## src/rtl/ftc_pkg.sv

```systemverilog
package ftc_pkg;

  localparam int NUM_CH = 2;
  localparam int CH_CHG = 0;
  localparam int CH_DIS = 1;

  typedef enum logic [1:0] {
    DIR_IDLE = 2'b00,
    DIR_CHG  = 2'b01,
    DIR_DIS  = 2'b10,
    DIR_HOLD = 2'b11
  } dir_e;

  // control -> datapath strobes, one bit per channel
  typedef struct packed {
    logic [NUM_CH-1:0] advance;
    logic [NUM_CH-1:0] clear;
  } ftc_strobe_t;

endpackage

```

## src/rtl/ftc_ctrl.sv

```systemverilog
module ftc_ctrl
  import ftc_pkg::*;
#(
  parameter int TICK_CYCLES = 8,
  parameter int SLOW_DIV    = 256
) (
  input  logic              clk,
  input  logic              rstN,
  input  logic [1:0]        dirCode,
  input  logic              clrEn,
  input  logic [NUM_CH-1:0] clrMask,
  input  logic [NUM_CH-1:0] slowFlags,
  output logic              baseTick,
  output ftc_strobe_t       strb
);

  localparam int PRE_W = (TICK_CYCLES > 1) ? $clog2(TICK_CYCLES) : 1;
  localparam int DIV_W = (SLOW_DIV > 1) ? $clog2(SLOW_DIV) : 1;
  localparam logic [PRE_W-1:0] PRE_LAST = PRE_W'(TICK_CYCLES - 1);
  localparam logic [DIV_W-1:0] DIV_LAST = DIV_W'(SLOW_DIV - 1);

  logic [PRE_W-1:0] preCnt;
  logic [NUM_CH-1:0] advVec;
  logic [NUM_CH-1:0] clrVec;

  // base-tick prescaler, free running out of reset
  always_ff @(posedge clk or negedge rstN) begin
    if (!rstN) begin
      preCnt <= '0;
    end else if (preCnt == PRE_LAST) begin
      preCnt <= '0;
    end else begin
      preCnt <= preCnt + 1'b1;
    end
  end

  assign baseTick = (preCnt == PRE_LAST);

  for (genvar ch = 0; ch < NUM_CH; ch++) begin : g_chan
    localparam dir_e CH_DIR = (ch == CH_CHG) ? DIR_CHG : DIR_DIS;

    logic [DIV_W-1:0] divQ;
    logic             active;
    logic             slotDone;

    assign active   = baseTick && (dir_e'(dirCode) == CH_DIR);
    assign slotDone = (divQ == DIV_LAST);
    assign clrVec[ch] = clrEn && clrMask[ch];
    assign advVec[ch] = active && (!slowFlags[ch] || slotDone);

    // slow-rate divider: counts qualifying ticks only while flagged
    always_ff @(posedge clk or negedge rstN) begin
      if (!rstN) begin
        divQ <= '0;
      end else if (clrVec[ch]) begin
        divQ <= '0;
      end else if (active && slowFlags[ch]) begin
        divQ <= slotDone ? '0 : divQ + 1'b1;
      end
    end
  end

  assign strb.advance = advVec;
  assign strb.clear   = clrVec;

endmodule

```

## src/rtl/ftc_datapath.sv

```systemverilog
module ftc_datapath
  import ftc_pkg::*;
#(
  parameter int CNT_W = 16
) (
  input  logic                          clk,
  input  logic                          rstN,
  input  ftc_strobe_t                   strb,
  output logic [NUM_CH-1:0][CNT_W-1:0]  cntOut,
  output logic [NUM_CH-1:0]             flagOut
);

  for (genvar ch = 0; ch < NUM_CH; ch++) begin : g_chan
    logic [CNT_W-1:0] cntQ;
    logic             flagQ;
    logic             wrapHit;

    assign wrapHit = strb.advance[ch] && (cntQ == '1);

    always_ff @(posedge clk or negedge rstN) begin
      if (!rstN) begin
        cntQ <= '0;
      end else if (strb.advance[ch]) begin
        cntQ <= cntQ + 1'b1;
      end
    end

    // wrap outranks a same-cycle clear so the event is never lost
    always_ff @(posedge clk or negedge rstN) begin
      if (!rstN) begin
        flagQ <= 1'b0;
      end else if (wrapHit) begin
        flagQ <= 1'b1;
      end else if (strb.clear[ch]) begin
        flagQ <= 1'b0;
      end
    end

    assign cntOut[ch]  = cntQ;
    assign flagOut[ch] = flagQ;
  end

endmodule

```

## src/rtl/flow_time_counter.sv

```systemverilog
module flow_time_counter
  import ftc_pkg::*;
#(
  parameter int CNT_W       = 16,
  parameter int TICK_CYCLES = 8,
  parameter int SLOW_DIV    = 256
) (
  input  logic             clk,
  input  logic             rstN,
  input  logic [1:0]       dirCode,
  input  logic             clrEn,
  input  logic [1:0]       clrMask,
  output logic             baseTick,
  output logic [CNT_W-1:0] chgTime,
  output logic [CNT_W-1:0] disTime,
  output logic [1:0]       slowFlags
);

  ftc_strobe_t                  strb;
  logic [NUM_CH-1:0][CNT_W-1:0] cntBus;

  ftc_ctrl #(
    .TICK_CYCLES (TICK_CYCLES),
    .SLOW_DIV    (SLOW_DIV)
  ) u_ctrl (
    .clk       (clk),
    .rstN      (rstN),
    .dirCode   (dirCode),
    .clrEn     (clrEn),
    .clrMask   (clrMask),
    .slowFlags (slowFlags),
    .baseTick  (baseTick),
    .strb      (strb)
  );

  ftc_datapath #(
    .CNT_W (CNT_W)
  ) u_dp (
    .clk     (clk),
    .rstN    (rstN),
    .strb    (strb),
    .cntOut  (cntBus),
    .flagOut (slowFlags)
  );

  assign chgTime = cntBus[CH_CHG];
  assign disTime = cntBus[CH_DIS];

endmodule

```

## config.mk

```make
export PLATFORM = sky130hd
export DESIGN_NAME = flow_time_counter
export DESIGN_NICKNAME = d
export VERILOG_FILES = /design/src/rtl/ftc_pkg.sv /design/src/rtl/ftc_ctrl.sv /design/src/rtl/ftc_datapath.sv /design/src/rtl/flow_time_counter.sv
export SDC_FILE = /design/constraint.sdc
export NUM_CORES = 1
export LEC_CHECK = 0
export BUFFER_PORTS_ARGS = -buffer_cell sky130_fd_sc_hd__buf_2
export CAP_MARGIN = 20
export CORE_MARGIN = 4
export CORE_UTILIZATION = 45
export CTS_CLUSTER_SIZE = 20
export DETAILED_ROUTE_END_ITERATION = 12
export PLACE_DENSITY = 0.76
export SYNTH_ARGS = -nofsm -noshare
export SYNTH_HDL_FRONTEND = slang
export SYNTH_SLANG_ARGS = --single-unit
```

## constraint.sdc

```tcl
create_clock -name clk -period 6.2 [get_ports clk]
set_input_delay 0 -clock clk [delete_from_list [all_inputs] [get_ports clk]]
set_output_delay 0 -clock clk [all_outputs]
set_load 0.005 [all_outputs]
```

==> qor.csv, run 1 <==
metric,value,unit
Setup crit end kind,flop,
final instance count without filler cells,369,
post-synthesis cell count,255,
status,finished clean,
# nets final,310,
Async SR Flop Fraction,100,%
CP top delay family,compound AO/OA/AOI/OAI gates,
initial DRC count,138,
"Seq/Total Area, Yosys",50.4,%
"EDFF count, synth",0,
RR Startpoint,u_ctrl.g_chan[1].divQ[0],
Hold Path Class,in -> reg,
Achievable Freq,0.408,GHz
first-pass GRT wire length,9.21,mm
Synth Net Count,268,
M2 GR Usage,25.2,%
Worst Slack Setup Final,3750,ps
P&R area growth vs syn,13.9,%
Register Area,0.00133,mm2
Hold Path Origin,clrEn,
worst hold slack,13.2,ps
ANT cells,0,
clk_lat worst skew,300,ps
Clk pwr share,31.9,%
CP required,6390,ps
die width,84.5,um
min Tclk post-route,2450,ps
# rows,27,
clock buffer count from CTS,5,
worst setup path end,u_dp.g_chan[1].cntQ[1],
Resized Gates After CTS,0,
sw frac,23.1,%
Starting Density,47.2,%
origin of the worst setup path,u_ctrl.g_chan[1].divQ[0],
Residual DRC,0,
worst vdd ir,0.165,mV
Synth area leaders,"dfrtp_1 (50%), xnor2_1 (7.0%), xor2_1 (5.0%)",
DR vias,2023,
accumulated negative setup slack,0,ps
Setup WS pre-CTS,3820,ps
die area,0.00713,mm2
post-synthesis cell type count,43,
slew margin rel.,30.2,%
dominant cell type by area after synthesis,dfrtp_1,
Die Ht,84.5,um
Core Area,0.00557,mm2
max_cap viols,0,
drt via density,5.48,
io pins,42,
Power Density,202,mW/mm2
Reg power frac,60.9,%
clk_skew,5.92,ps
multi-input logic area,0.00125,mm2
critical path's slowest cell,o21ai_1,
number of global-route vias before repair,1933,
crit path max fanout,16,
grt peak-use layer,met2,
mapped cell area,0.00263,mm2
crit share post-route,39.6,%
fillers,515,
Routed WL per cell,14.2,um
Clock Sinks,53,
critical path depth in cells,5,
H-tree levels,2,
Worst setup SP type,flop,
RSZ-0062 raised after global routing,no,
Buf/Inv on CP,0,
GR Layer Usage met1,20.8,%
met3 Use GR,3.34,%
P_int,466,uW
Post-synth top flop,dfrtp_1,
largest net degree at the start of global routing,54,
worst endpoint data arrival time,2650,ps
worst slew pin tran,1040,ps
reg2reg setup slack,3750,ps
final WL,5.22,mm
Post-Place Cells,360,
antenna violations before repair,0,
dpl hpwl,3.74,mm
critical path class,reg -> reg,
Fin. Hold Viols,0,
share of layout cells above drive strength 1,17.5,%
top cell type's share of synthesized area,50.4,%
Leak Pwr,0.00145,uW
Root Buffer,clkbuf_8,
CP Cell Sequence,ha_1 -> nand4_1 -> o21ai_1 -> nand2_1 -> mux2_1,
logic gate share of total power,7.2,%
"flops & latches, synth",53,
ANT nets after route,0,
grt ovf,0,
FF-to-FF End,u_dp.g_chan[1].cntQ[1],
Clock Path Buffers,2,
CTS tree,done,
CP peak stage delay,890,ps
gpl congestion,0.809,
Syn Area/Cell,10.3,um2
Pre-Repair DR Iteration Count,4,
number of port buffers,41,
Slew Limit Fails,0,
final setup violation count,0,
total global-route track usage,15.7,%
synth warn,0,
Worst-path clk slew,90,ps
FF-to-FF path depth,5,
Sw Pwr,140,uW
[cells in the final DEF (no fill, tap or decap), types with 2 or more instances in the layout]
cell,count
o21ai_0,5
and3b_1,2
nor3_1,8
and4b_1,2
and4_1,5
xnor2_1,21
xor2_1,15
nor2_1,18
nand3b_1,2
buf_2,41
nand4_1,12
and2_1,3
mux2_2,2
nand4b_1,3
a21oi_1,6
and3_1,7
a311oi_1,2
dfrtp_1,53
ha_1,6
nand3_1,22
a31oi_1,2
clkbuf_8,6
inv_1,2
nand2_1,25
dlygate4sd3_1,2
nor4_1,7
[cell families after synthesis]
kind of cell	count (synthesis)	synth area share [%]
AOI/OAI and AO/OA	24	5.80
adders and majority gates	6	2.85
and+or+nand+nor	122	25.7
DFF	53	50.4
muxes	3	1.28
xor gates and xnor gates	36	12.0
buffers and inverters	11	1.95
[registers in the layout (all words and copies together), names as in the netlist]
signal / cells
u_ctrl.g_chan.divQ: 16
u_dp.g_chan.cntQ: 32
u_dp.g_chan.flagQ: 2
u_ctrl.preCnt: 3
[Yosys cell counts (2+ instances only)]
cell type,count
buf_4,2
buf_2,2
nand2_1,25
and4_1,5
xnor2_1,21
nor4_1,7
mux2_2,2
and4b_1,2
dfrtp_1,53
nand4b_1,3
nor3_1,8
nor2_1,18
a21oi_1,6
and2_1,3
a31oi_1,2
inv_1,2
and3b_1,2
nand3_1,22
a311oi_1,2
o21ai_0,5
ha_1,6
clkbuf_1,4
and3_1,7
xor2_1,15
nand4_1,12
nand3b_1,2
[power by group through the flow]
stage	Combinational [uW]	Sequential, uW	Clock (uW)
final	43.9	369	193
after global routing	51.7	372	216
after CTS	45.0	369	201
after detailed placement	43.7	376	0
after global placement	42.7	375	0
after floorplan	19.0	375	0
[worst min-delay path by stage]
stage / depth (start not counted) / slack, ps / end
2_1_floorplan: 0 / -300 / u_ctrl.g_chan[0].divQ[0]
3_3_place_gp: 2 / 160 / u_dp.g_chan[1].cntQ[7]
3_5_place_dp: 2 / 160 / u_dp.g_chan[1].cntQ[10]
5_1_grt: 4 / 40 / u_ctrl.g_chan[0].divQ[7]
6_report: 4 / 10 / u_ctrl.g_chan[0].divQ[7]
4_1_cts: 4 / 2 / u_ctrl.g_chan[0].divQ[7]
[stage by stage]
step                area, um2  power, uW  util, %
floorplan                2630        394        -
global placement         2890        418     51.9
detailed placement       2890        420     51.9
CTS                      3000        615     53.8
global route             3000        640     53.8
finish                   3000        606     53.8
[per-layer routing]
metal / share of wire [%] / vias up / routed length, um
met5: 0 / - / 0
met4: 2.1 / 0 / 108
met3: 3.4 / 10 / 177
met2: 47 / 50 / 2460
met1: 47 / 966 / 2470
li1: - / 997 / -
[area by class of cell]
cell class | instances | area share [%]
tap | 72 | 3.01
timing repair buffer | 44 | 7.77
multi-input combinational | 191 | 41.8
sequential | 53 | 44.3
inverter | 2 | 0.251
clock buffer | 7 | 2.88
[timing repair]
action,CTS,global route
hold endpoints to repair,54,0
hold buffers,2,0
setup buffers,0,0
[worst min-delay path, delay by kind of cell]
| kind | cells | cell delay [ps] |
|---|---|---|
| simple gates | 3 | 190 |
| buf+inv | 1 | 90 |
(Power assumes the default switching activity.)
==> run 2, diff against run 1 <==
==> constraint.sdc (replaced) <==
create_clock -name clk -period 2.3 [get_ports clk]
set_input_delay 0 -clock clk [delete_from_list [all_inputs] [get_ports clk]]
set_output_delay 0 -clock clk [all_outputs]
set_load 0.005 [all_outputs]
==> run 2 against run 1 <==
  * Setup slack got worse by 3500 ps
  * Non-clock buffer count rose by 4
  * Sequential share of layout area fell by 0.83 points
  * Largest power group unchanged
  * Highest routed layer unchanged
==> qor.csv, run 2 (same netlist as run 1, synthesis figures left out) <==
metric,value,unit
Root Buffer,clkbuf_8,
"most common cell after layout, fill and taps aside",dfrtp_1,
Power Density,576,mW/mm2
critical path's slowest cell,or4_4,
RSZ-0062 raised after global routing,no,
drt via density,5.51,
Die Ht,84.5,um
Achievable Freq,0.490,GHz
Worst-path clk slew,90,ps
total global-route track usage,15.7,%
number of flip-flops in the largest register,32,
multi-input logic area,0.00125,mm2
final setup violation count,0,
Hold Path Origin,clrMask[0],
CP required,2490,ps
CP dominant cell by count,ha_1,
initial DRC count,167,
worst endpoint data arrival time,2230,ps
Starting Density,47.2,%
Hold Path Class,in -> reg,
DR vias,2061,
final WL,5.46,mm
ANT nets after route,0,
io pins,42,
ANT cells,0,
origin of the worst setup path,u_ctrl.preCnt[0],
CP Cell Sequence,ha_1 -> ha_1 -> nand3b_4 -> or4_4 -> or3b_1 -> xnor2_1,
Clock Path Buffers,2,
clock buffer count from CTS,5,
CP peak stage delay,560,ps
top flop regs,"u_dp.g_chan.cntQ x32, u_ctrl.g_chan.divQ x16, u_ctrl.preCnt x3",
Resized Gates After CTS,0,
CTS tree,done,
crit path max fanout,7,
Fin. Hold Viols,0,
grt ovf,0,
largest net degree at the start of global routing,21,
Residual DRC,0,
die area,0.00713,mm2
Slew Limit Fails,0,
Post-Place Cells,365,
first-pass GRT wire length,9.17,mm
die width,84.5,um
worst vdd ir,0.482,mV
# rows,27,
Leak Pwr,0.00149,uW
Worst setup SP type,flop,
Top reg by flops,u_dp.g_chan.cntQ,
P&R area growth vs syn,16.1,%
dpl hpwl,3.91,mm
final instance count without filler cells,374,
max_cap viols,0,
clk_skew,7.06,ps
Core Area,0.00557,mm2
Power Total,1760,uW
Clock Sinks,53,
most frequent cells in the layout,"dfrtp_1 (53), buf_2 (41), nand2_1 (25)",
# nets final,314,
Routed WL per cell,14.6,um
min Tclk post-route,2040,ps
antenna violations before repair,0,
fillers,521,
gpl congestion,0.823,
share of layout cells above drive strength 1,19.2,%
crit share post-route,88.7,%
critical path class,reg -> reg,
worst slew pin tran,563,ps
slew margin rel.,62.1,%
number of port buffers,41,
number of global-route vias before repair,1905,
H-tree levels,2,
accumulated negative setup slack,0,ps
status,finished clean,
Register Area,0.00133,mm2
clk_lat worst skew,300,ps
Pre-Repair DR Iteration Count,4,
Setup crit end kind,flop,
RR Startpoint,u_ctrl.preCnt[0],
[run 2: what timing repair did]
item / in CTS / in global routing
hold buffers: 1 / 0
hold endpoints to repair: 18 / 0
setup buffers: 0 / 0
[run 2: per-stage QoR]
step           hold slack [ps]  cell area [um2]  utilization [%]  setup slack (ps)
2_1_floorplan             -296             2630                -               221
3_3_place_gp             -36.7             2930             52.5               322
3_5_place_dp             -33.2             2930             52.5               251
4_1_cts                   5.81             3050             54.8               245
5_1_grt                   31.6             3050             54.8               137
6_report                  19.8             3050             54.8               259
[run 2: worst paths after layout]
check	end	slack, ps	cells after the start
setup / recovery	u_dp.g_chan[0].cntQ[13]	260	6
max in group asynchronous	u_ctrl.g_chan[0].divQ[4]	1480	3
hold reg to reg	u_ctrl.preCnt[0]	440	1
setup reg to reg	u_dp.g_chan[0].cntQ[13]	260	6
hold / removal	u_ctrl.g_chan[0].divQ[7]	20	4
min in group asynchronous	u_dp.g_chan[0].cntQ[2]	200	2
[run 2: area by class of cell]
cell class	count	area share (%)
flip-flops and latches	53	43.4
multi-input cells	191	41.0
repair buffers	48	8.52
well taps	72	2.95
clock buffers	7	2.83
clock inverters	1	0.983
inverters	2	0.246
[run 2: power breakdown]
group	switching [uW]	total, uW	leakage [uW]	internal, uW
Sequential	34.9	995	0.000722	960
Combinational	62.3	118	0.000709	55.7
Clock	291	646	0.0000585	355
[run 2: critical path, delay by kind of cell, from the launching register on]
kind          cells  cell delay, ps
simple gates      3            1060
flops             1             360
fa+ha+maj         2             380
xor+xnor          1             130
[run 2: routing by layer]
layer | global-route usage (%) | up-vias | share of wire [%]
li1 | - | 1009 | -
met1 | 21.2 | 1008 | 47
met2 | 25.8 | 42 | 49
met3 | 2.65 | 2 | 3.9
met4 | 5.18 | 0 | 0.75
met5 | 0 | - | 0
==> run 3, diff against run 2 <==
--- a/config.mk
+++ b/config.mk
@@ -5,13 +5,14 @@
 export SDC_FILE = /design/constraint.sdc
 export NUM_CORES = 1
 export LEC_CHECK = 0
+export ABC_CLOCK_PERIOD_IN_PS = 2300
 export BUFFER_PORTS_ARGS = -buffer_cell sky130_fd_sc_hd__buf_2
 export CAP_MARGIN = 20
 export CORE_MARGIN = 4
-export CORE_UTILIZATION = 45
+export CORE_UTILIZATION = 40
 export CTS_CLUSTER_SIZE = 20
 export DETAILED_ROUTE_END_ITERATION = 12
-export PLACE_DENSITY = 0.76
+export PLACE_DENSITY = 0.7
 export SYNTH_ARGS = -nofsm -noshare
 export SYNTH_HDL_FRONTEND = slang
 export SYNTH_SLANG_ARGS = --single-unit
==> run 3 against run 2 <==
  * Flip-flop and latch count stayed put
  * Worst hold slack better by 24 ps
  * Via count is 1.8% lower
  * Critical path depth stayed put
  * Combinational power hardly changed
  * Cell area is 0.20% lower
  * Total power is 8.1% lower
  * Die area is 11% higher
  * Highest routed layer unchanged
==> qor.csv, run 3 (same netlist as run 1, synthesis figures left out) <==
metric,value,unit
status,finished clean,
first-pass GRT wire length,8.97,mm
io pins,42,
CP Cell Sequence,ha_1 -> ha_1 -> nand3b_4 -> or4_4 -> or3b_1 -> xnor2_1,
fillers,619,
Core Area,0.00639,mm2
Achievable Freq,0.496,GHz
logic gate share of total power,7.3,%
Reg power frac,61.4,%
Hold EP,u_dp.g_chan[0].flagQ,
worst vdd ir,0.259,mV
Worst setup SP type,flop,
H-tree levels,2,
Power Density,530,mW/mm2
share of layout cells above drive strength 1,18.8,%
ANT nets after route,0,
# nets final,316,
reg2reg setup slack,280,ps
clock buffer count from CTS,5,
grt ovf,0,
Fin. Hold Viols,0,
crit share post-route,87.7,%
dpl hpwl,3.70,mm
number of port buffers,41,
Die Ht,89.1,um
CP dominant cell by count,ha_1,
RSZ-0062 raised after global routing,no,
Resized Gates After CTS,0,
min Tclk post-route,2020,ps
Top reg by flops,u_dp.g_chan.cntQ,
FF-to-FF End,u_dp.g_chan[0].cntQ[13],
initial DRC count,140,
crit path max fanout,7,
Starting Density,41.2,%
Hold Path Origin,clrEn,
die area,0.00794,mm2
Slew Limit Fails,0,
Leak Pwr,0.00148,uW
Setup WS pre-CTS,294,ps
Clock Sinks,53,
max_cap viols,0,
Worst Slack Setup Final,282,ps
Sw Pwr,384,uW
Area after DPL,0.00293,mm2
slew margin rel.,56.2,%
most frequent cells in the layout,"dfrtp_1 (53), buf_2 (41), nand2_1 (25)",
Final Cell Area,0.00305,mm2
clk_skew,9.04,ps
top flop regs,"u_dp.g_chan.cntQ x32, u_ctrl.g_chan.divQ x16, u_ctrl.preCnt x3",
critical path's slowest cell,or4_4,
Routed WL per cell,13.7,um
number of global-route vias before repair,1954,
P&R area growth vs syn,15.8,%
critical path class,reg -> reg,
Setup crit end kind,flop,
final setup violation count,0,
"most common cell after layout, fill and taps aside",dfrtp_1,
DR vias,2023,
Residual DRC,0,
drt via density,5.31,
accumulated negative setup slack,0,ps
worst endpoint data arrival time,2210,ps
CP required,2490,ps
Post-CTS Setup Repair Bufs,0,
ANT cells,0,
Pre-Repair DR Iteration Count,4,
CP peak stage delay,570,ps
# rows,29,
Worst-path clk slew,90,ps
antenna violations before repair,0,
CTS tree,done,
die width,89.1,um
Hold Path Class,in -> reg,
P_int,1230,uW
RR Startpoint,u_ctrl.preCnt[0],
worst slew pin tran,657,ps
Hold Path Cell Cnt,3,
total global-route track usage,14.2,%
sw frac,23.8,%
gpl congestion,0.859,
number of flip-flops in the largest register,32,
Clk pwr share,31.4,%
final WL,5.22,mm
Clock Path Buffers,2,
Root Buffer,clkbuf_8,
largest net degree at the start of global routing,54,
clk_lat worst skew,300,ps
FF-to-FF path depth,6,
## run 3: cell count changes in the layout (fill, tap and decap cells not counted)
cell,before,now
dlygate4sd3_1,1,3
bufinv_16,1,0
clkbuf_1,1,2
clkbuf_8,6,5
clkinvlp_4,0,1
## run 3: power groups by stage
stage | Clock [uW] | Combinational [uW] | Sequential, uW
2_1_floorplan | 0 | 51.1 | 1010
3_3_place_gp | 0 | 115 | 1010
3_5_place_dp | 0 | 118 | 1010
4_1_cts | 536 | 122 | 993
5_1_grt | 576 | 140 | 999
6_report | 507 | 117 | 992
## run 3: critical path, delay by kind of cell, from the launching register on
kind          cells  cell delay [ps]
flops             1              360
xor+xnor          1              130
fa+ha+maj         2              350
simple gates      3             1070
## run 3: worst max path at each step
stage          slack, ps        startpoint  cells after the start                      end
2_1_floorplan        220  u_ctrl.preCnt[0]                      7  u_dp.g_chan[0].cntQ[13]
3_3_place_gp         320  u_ctrl.preCnt[0]                      6  u_dp.g_chan[0].cntQ[13]
3_5_place_dp         290  u_ctrl.preCnt[0]                      6  u_dp.g_chan[0].cntQ[13]
4_1_cts              280  u_ctrl.preCnt[0]                      6  u_dp.g_chan[0].cntQ[13]
5_1_grt              110  u_ctrl.preCnt[0]                      7  u_dp.g_chan[1].cntQ[15]
6_report             280  u_ctrl.preCnt[0]                      6  u_dp.g_chan[0].cntQ[13]
## run 3: layout make-up
class	count	area [um2]	area share, %
sequential	53	1330	43.5
clock buffer	7	76.3	2.50
inverter	2	7.51	0.246
timing repair buffer	50	280	9.20
clock inverter	1	7.51	0.246
tap	77	96.3	3.16
multi-input combinational	191	1250	41.1
## run 3: metrics by stage
step / utilization, % / hold WS, ps / total power (uW) / instances
detailed placement: 45.9 / 175 / 1130 / 370
finish: 47.7 / 43.7 / 1620 / 381
CTS: 47.7 / 36.6 / 1650 / 381
global placement: 45.9 / 163 / 1130 / 370
global route: 47.7 / 39.2 / 1720 / 381
floorplan: - / -296 / 1060 / 255
## run 3: repair_timing
item,CTS,global route
endpoints found under the hold margin,54,0
hold buffers,3,0
endpoints found under the setup margin,0,0
## run 3: metal layers
layer / routed length, um / share of wire (%) / track usage [%] / vias to the layer above
li1: - / - / - / 1010
met1: 2600 / 50 / 20.2 / 980
met2: 2410 / 46 / 21.9 / 27
met3: 147 / 2.8 / 3.23 / 6
met4: 71 / 1.4 / 4.06 / 0
met5: 0 / 0 / 0 / -
